File: config.mk
export PLATFORM = sky130hd
export DESIGN_NAME = thr_throttle_pwm
export DESIGN_NICKNAME = d
export VERILOG_FILES = /design/src/rtl/thr_pkg.sv /design/src/rtl/thr_ctrl_reg.sv /design/src/rtl/thr_period_fsm.sv /design/src/rtl/thr_out_merge.sv /design/src/rtl/thr_throttle_pwm.sv
export SDC_FILE = /design/constraint.sdc
export NUM_CORES = 1
export LEC_CHECK = 0
export BUFFER_PORTS_ARGS = -buffer_cell sky130_fd_sc_hd__buf_4
export CORE_MARGIN = 2
export CORE_UTILIZATION = 53
export CTS_CLUSTER_DIAMETER = 60
export CTS_CLUSTER_SIZE = 28
export DETAILED_ROUTE_END_ITERATION = 16
export PLACE_DENSITY_LB_ADDON = 0.12
export SYNTH_ARGS = -nofsm -noshare
export SYNTH_HDL_FRONTEND = slang
export SYNTH_SLANG_ARGS = --single-unit
File: constraint.sdc
create_clock -name clk -period 5.3 [get_ports clk]
set_clock_uncertainty 0.2 [all_clocks]
set_input_delay 0.265 -clock clk [delete_from_list [all_inputs] [get_ports clk]]
set_output_delay 0.265 -clock clk [all_outputs]
set_load 0.005 [all_outputs]
File: src/rtl/thr_pkg.sv
package thr_pkg;
    // phase of the shared throttle period
    typedef enum logic {
        PH_ASSERT  = 1'b0,
        PH_RELEASE = 1'b1
    } phase_t;
endpackage

File: src/rtl/thr_ctrl_reg.sv
module thr_ctrl_reg #(
    parameter int DC_W = 4,
    parameter int CH   = 2,
    localparam int REG_W = DC_W + 2 * CH
) (
    input  logic             clk,
    input  logic             rst,
    input  logic             wr_en,
    input  logic [REG_W-1:0] wr_data,
    output logic [DC_W-1:0]  duty_code,
    output logic [CH-1:0]    hot_mask,
    output logic [CH-1:0]    force_on
);
    logic [REG_W-1:0] ctrl_q;

    always_ff @(posedge clk) begin
        if (rst)
            ctrl_q <= '0;
        else if (wr_en)
            ctrl_q <= wr_data;
    end

    assign duty_code = ctrl_q[DC_W-1:0];
    assign hot_mask  = ctrl_q[DC_W +: CH];
    assign force_on  = ctrl_q[DC_W+CH +: CH];

    // a write lands in the word on the next edge
    a_r2_write_loads: assert property (@(posedge clk) disable iff (rst)
        wr_en |=> ({force_on, hot_mask, duty_code} == $past(wr_data)));
    a_r2_hold: assert property (@(posedge clk) disable iff (rst)
        !wr_en |=> $stable({force_on, hot_mask, duty_code}));
endmodule

File: src/rtl/thr_period_fsm.sv
module thr_period_fsm
    import thr_pkg::*;
#(
    parameter int PERIOD = 80,
    parameter int STEP   = 5,
    parameter int DC_W   = 4,
    localparam int CNT_W = $clog2(PERIOD),
    localparam int TH_W  = CNT_W + 1
) (
    input  logic            clk,
    input  logic            rst,
    input  logic            tick,
    input  logic [DC_W-1:0] duty_code,
    output logic            pwm_on
);
    logic [CNT_W-1:0] cnt_q;
    logic [CNT_W-1:0] cnt_inc;
    logic [DC_W-1:0]  dc_lat_q;
    logic [TH_W-1:0]  thresh;
    logic             wrap;
    phase_t           phase_q, phase_d;

    assign cnt_inc = cnt_q + CNT_W'(1);
    assign wrap    = (cnt_q == CNT_W'(PERIOD - 1));
    assign thresh  = TH_W'((int'(dc_lat_q) + 1) * STEP);

    // counter and duty latch
    always_ff @(posedge clk) begin
        if (rst) begin
            cnt_q    <= '0;
            dc_lat_q <= '0;
        end else if (tick) begin
            if (wrap) begin
                cnt_q    <= '0;
                dc_lat_q <= duty_code;
            end else begin
                cnt_q <= cnt_inc;
            end
        end
    end

    // state register
    always_ff @(posedge clk) begin
        if (rst)
            phase_q <= PH_ASSERT;
        else
            phase_q <= phase_d;
    end

    // next state
    always_comb begin
        phase_d = phase_q;
        unique case (phase_q)
            PH_ASSERT: begin
                if (tick && !wrap && (TH_W'(cnt_inc) == thresh))
                    phase_d = PH_RELEASE;
            end
            PH_RELEASE: begin
                if (tick && wrap)
                    phase_d = PH_ASSERT;
            end
            default: phase_d = PH_ASSERT;
        endcase
    end

    // outputs
    always_comb begin
        pwm_on = (phase_q == PH_ASSERT);
    end

    a_r3_cnt_range: assert property (@(posedge clk) disable iff (rst)
        cnt_q < CNT_W'(PERIOD));
    a_r3_no_tick_hold: assert property (@(posedge clk) disable iff (rst)
        !tick |=> $stable(cnt_q));
    a_r4_phase_matches_count: assert property (@(posedge clk) disable iff (rst)
        (phase_q == PH_ASSERT) == (TH_W'(cnt_q) < thresh));
    a_r8_duty_held_in_period: assert property (@(posedge clk) disable iff (rst)
        !(tick && wrap) |=> $stable(dc_lat_q));
endmodule

File: src/rtl/thr_out_merge.sv
module thr_out_merge #(
    parameter int CH = 2
) (
    input  logic          clk,
    input  logic          rst,
    input  logic          pwm_on,
    input  logic          tie_en,
    input  logic [CH-1:0] force_on,
    input  logic [CH-1:0] hot_mask,
    input  logic [CH-1:0] vr_hot,
    output logic [CH-1:0] out_q
);
    logic [CH-1:0] req;
    logic [CH-1:0] out_d;

    for (genvar g = 0; g < CH; g++) begin : g_req
        assign req[g] = (force_on[g] & pwm_on) | (vr_hot[g] & ~hot_mask[g]);

        a_r6_hot_asserts: assert property (@(posedge clk) disable iff (rst)
            (vr_hot[g] && !hot_mask[g]) |=> out_q[g]);
    end

    always_comb begin
        if (tie_en)
            out_d = {CH{|req}};
        else
            out_d = req;
    end

    always_ff @(posedge clk) begin
        if (rst)
            out_q <= '0;
        else
            out_q <= out_d;
    end

    a_r7_tie_equal: assert property (@(posedge clk) disable iff (rst)
        tie_en |=> (out_q == '0 || out_q == '1));
    a_r5_idle_low: assert property (@(posedge clk) disable iff (rst)
        (force_on == '0 && (vr_hot & ~hot_mask) == '0) |=> out_q == '0);
endmodule

File: src/rtl/thr_throttle_pwm.sv
module thr_throttle_pwm #(
    parameter int PERIOD = 80,
    parameter int STEP   = 5,
    parameter int DC_W   = 4,
    parameter int CH     = 2,
    localparam int REG_W = DC_W + 2 * CH
) (
    input  logic             clk,
    input  logic             rst,
    input  logic             tick,
    input  logic             wr_en,
    input  logic [REG_W-1:0] wr_data,
    input  logic [CH-1:0]    vr_hot,
    input  logic             tie_en,
    output logic [CH-1:0]    throttle
);
    logic [DC_W-1:0] duty_code;
    logic [CH-1:0]   hot_mask;
    logic [CH-1:0]   force_on;
    logic            pwm_on;

    thr_ctrl_reg #(.DC_W(DC_W), .CH(CH)) u_reg (
        .clk       (clk),
        .rst       (rst),
        .wr_en     (wr_en),
        .wr_data   (wr_data),
        .duty_code (duty_code),
        .hot_mask  (hot_mask),
        .force_on  (force_on)
    );

    thr_period_fsm #(.PERIOD(PERIOD), .STEP(STEP), .DC_W(DC_W)) u_fsm (
        .clk       (clk),
        .rst       (rst),
        .tick      (tick),
        .duty_code (duty_code),
        .pwm_on    (pwm_on)
    );

    thr_out_merge #(.CH(CH)) u_merge (
        .clk      (clk),
        .rst      (rst),
        .pwm_on   (pwm_on),
        .tie_en   (tie_en),
        .force_on (force_on),
        .hot_mask (hot_mask),
        .vr_hot   (vr_hot),
        .out_q    (throttle)
    );

    // outputs are low on the edge after reset
    a_r1_reset_low: assert property (@(posedge clk)
        $past(rst) |-> throttle == '0);
endmodule

==> results.json <==
{
  "status": "completed",
  "hold_path_startpoint": "wr_data[3]",
  "start_kind": "register",
  "area_growth_pct": 18.8,
  "drive_above_1_share_pct": 14.8,
  "pwr-share-clk_pct": 29.9,
  "p_int_mw": 0.236,
  "cts_sinks": 22,
  "track_usage_pct": 20.8,
  "syn_area_um2": 1270,
  "ys_seq_elements": 22,
  "min_delay_path_depth": 3,
  "grt_first_pass_wirelength_mm": 4.24,
  "worst_slew_pin_slew_ns": 0.636,
  "hpwl_mm": 1.82,
  "cts_hold_repair.buffers": 8,
  "finalWirelength_mm": 2.50,
  "slew_violations": 0,
  "path_max_fanout": 5,
  "use_met3_pct": 3.95,
  "synth_fp_nets": 170,
  "irDropWorstVdd_mv": 0.223,
  "fin_cells": 197,
  "nets": 193,
  "dieHeight_um": 52.9,
  "vias_per_cell": 5.24,
  "synthMuxAreaShare_pct": 7.90,
  "grt_busiest_layer": "met2",
  "io_pins": 17,
  "reg2regPathDepth": 11,
  "rsz0062_at_grt": "no",
  "dieWidth_um": 52.9,
  "drc": 0,
  "final_antenna_net_count": 0,
  "grt_max_degree": 24,
  "leakagePower_nw": 0.661,
  "fin_setup_tns_ns": 0,
  "place_inst": 185,
  "ys_warn_count": 0,
  "grt_pass1_vias": 968,
  "syn_inst": 147,
  "crit_slowest_cell": "dfxtp_1",
  "r2r_slack_ns": 2.31,
  "period_share_pct": 56.4,
  "cap_violations": 0,
  "postSynthAreaPerCell_um2": 8.62,
  "h-tree-depth": 1,
  "yosys.area_share.simple_pct": 20.5,
  "drt_iter0_markers": 23,
  "overflow": 0,
  "hold_violations": 0,
  "clkTransAtPathRegs_ns": 0.12,
  "grt_util_met1_pct": 28.1,
  "cts_tree": "yes",
  "synth_compound_area_share_pct": 11.4,
  "crit_type": "register to register",
  "antenna_found_initial": 0,
  "cts_resized": 0,
  "worstPathRequired_ns": 5.36,
  "ys_types": 35,
  "fill_cells": 194,
  "die-area_um2": 2800,
  "end_kind": "register",
  "rows": 17,
  "synth_fa_ha_area_share_pct": 8.49,
  "arrival_ns": 3.05,
  "crit_chain": "ha_1 > xor2_1 > ha_1 > ha_1 > inv_1 > fa_1 > xnor2_1 > xnor2_1 > xnor2_1 > a2111oi_0 > a31o_1",
  "wire_per_inst_um": 12.7,
  "gp_congestion": 0.825,
  "firstDrtPassIters": 4,
  "num_vias": 1032,
  "clock.fmax_mhz": 334,
  "cts_buffer_depth": 2,
  "min_path_type": "primary input to register",
  "slew_headroom_pct": 57.3,
  "diodes": 0,
  "crit_start": "u_fsm.dc_lat_q[0]",
  "ys_seq_area_share_pct": 34.7,
  "start_util_pct": 56.8,
  "numCtsBuffers": 3,
  "synth_top_family_by_area": "simple AND/OR/NAND/NOR gates",
  "io_buffer_count": 16,
  "post-cts-setup-buffer-count": 0,
  "swShare_pct": 23.1,
  "synth_xor_area_share_pct": 11.1,
  "timing.rr.end": "u_fsm.phase_q",
  "seqPwrFrac_pct": 57.3,
  "power.net_switching_mw": 0.0710,
  "p_comb_share_pct": 12.8,
  "insertion_delay_ns": 0.30,
  "cts_root_buf": "clkbuf_4",
  "cellPowerDensity_nw_per_um2": 204,
  "use_met2_pct": 32.7,
  "setup_violations": 0,
  "coreArea_um2": 2230,
  "holdPathEnd": "u_reg.ctrl_q[3]",
  "cp_slowest_stage_delay_ns": 0.44,
  "period_needed_ns": 2.99,
  "r2r-start": "u_fsm.dc_lat_q[0]"
}
==> registers in the layout, summed over array words and instances (netlist names) <==
register	count
u_fsm.cnt_q	7
u_fsm.dc_lat_q	4
u_fsm.phase_q	1
u_merge.out_q	2
u_reg.ctrl_q	8
==> cells by family after synthesis <==
| logic type | count (synthesis) |
|---|---|
| compound gates | 24 |
| xor+xnor | 16 |
| fa+ha+maj | 8 |
| buf+inv | 16 |
| flops | 22 |
| mux | 10 |
| other cells | 1 |
| simple gates | 50 |
==> cell type report <==
class / count / area (µm²) / area share (%)
multi-input combinational: 109 / 756 / 50.2
timing repair buffer: 24 / 200 / 13.3
inverter: 10 / 37.5 / 2.49
clock buffer: 4 / 36.3 / 2.41
tap: 28 / 35.0 / 2.33
sequential: 22 / 440 / 29.3
==> worst max-delay path, delay by kind of cell, from the launching register on <==
kind / cells / cell delay, ns
adders and majority gates: 4 / 1.02
xor gates and xnor gates: 4 / 0.66
AOI/OAI and AO/OA: 2 / 0.57
DFF: 1 / 0.44
buffers and inverters: 1 / 0.06
==> per-stage QoR <==
| stage | instance area (µm²) | power (mW) | util [%] | hold WS (ns) | setup WS [ns] |
|---|---|---|---|---|---|
| 2_1_floorplan | 1270 | 0.199 | - | 0.134 | 2.60 |
| 3_3_place_gp | 1390 | 0.213 | 62.2 | 0.274 | 2.51 |
| 3_5_place_dp | 1390 | 0.214 | 62.2 | 0.275 | 2.36 |
| 4_1_cts | 1510 | 0.311 | 67.4 | 0.000197 | 2.32 |
| 5_1_grt | 1510 | 0.321 | 67.4 | 0.0115 | 1.95 |
| 6_report | 1510 | 0.307 | 67.4 | 0.00122 | 2.31 |
==> cells in the mapped netlist <==
cell	number	area share (%)
buf_4	1	0.59
dfxtp_1	22	35
a21o_1	1	0.59
nand2_4	1	0.89
xnor2_1	9	6.2
nand2_1	10	3.0
clkbuf_1	4	1.2
a21oi_1	11	4.3
nor4_4	1	1.7
o21ai_0	3	1.2
and3_1	1	0.49
and3b_1	1	0.69
mux2i_1	10	7.9
xor2_1	7	4.8
inv_1	10	3.0
ha_1	7	6.9
a2111oi_0	1	0.69
o2111ai_1	1	0.69
nand2b_1	1	0.49
nand3_1	9	3.6
nor3_1	1	0.39
nor3b_1	1	0.59
a22oi_1	1	0.59
and3_2	1	0.59
fa_1	1	1.6
conb_1	1	0.30
nand3b_1	2	1.2
a31o_1	1	0.69
o21a_1	1	0.59
buf_6	1	0.89
nor2_1	18	5.3
and2b_2	1	0.69
nor2b_1	1	0.49
nand2_2	1	0.49
o22ai_1	4	2.0
==> worst max path at each step <==
stage               endpoint  slack (ns)  cells after the start
4_1_cts        u_fsm.phase_q        2.32                     11
2_1_floorplan  u_fsm.phase_q        2.60                     10
3_5_place_dp   u_fsm.phase_q        2.36                     11
5_1_grt        u_fsm.phase_q        1.95                     11
6_report       u_fsm.phase_q        2.31                     11
3_3_place_gp   u_fsm.phase_q        2.51                     10
==> power groups by stage <==
| stage | Combinational [mW] | Clock [mW] | Sequential (mW) |
|---|---|---|---|
| floorplan | 0.0207 | 0 | 0.179 |
| global placement | 0.0342 | 0 | 0.179 |
| detailed placement | 0.0346 | 0 | 0.180 |
| CTS | 0.0393 | 0.0955 | 0.176 |
| global route | 0.0443 | 0.100 | 0.177 |
| finish | 0.0395 | 0.0918 | 0.176 |
==> routing by layer <==
metal	up-vias	share of wire, %
met2	16	46
met3	6	2.6
li1	542	-
met1	468	50
met4	0	1.2
met5	-	0
==> cell usage in the layout, fill, tap and decap left out, drive strengths merged, types with 2 or more instances in the layout <==
cell type	netlist	routed
a21oi	11	11
and3	2	2
buf	2	16
clkbuf	4	4
dfxtp	22	22
dlygate4sd3	0	8
ha	7	7
inv	10	10
mux2i	10	10
nand2	12	12
nand3	9	9
nand3b	2	2
nor2	18	18
o21ai	3	3
o22ai	4	4
xnor2	9	9
xor2	7	7
Note: power is estimated with default switching activity, not from simulation.
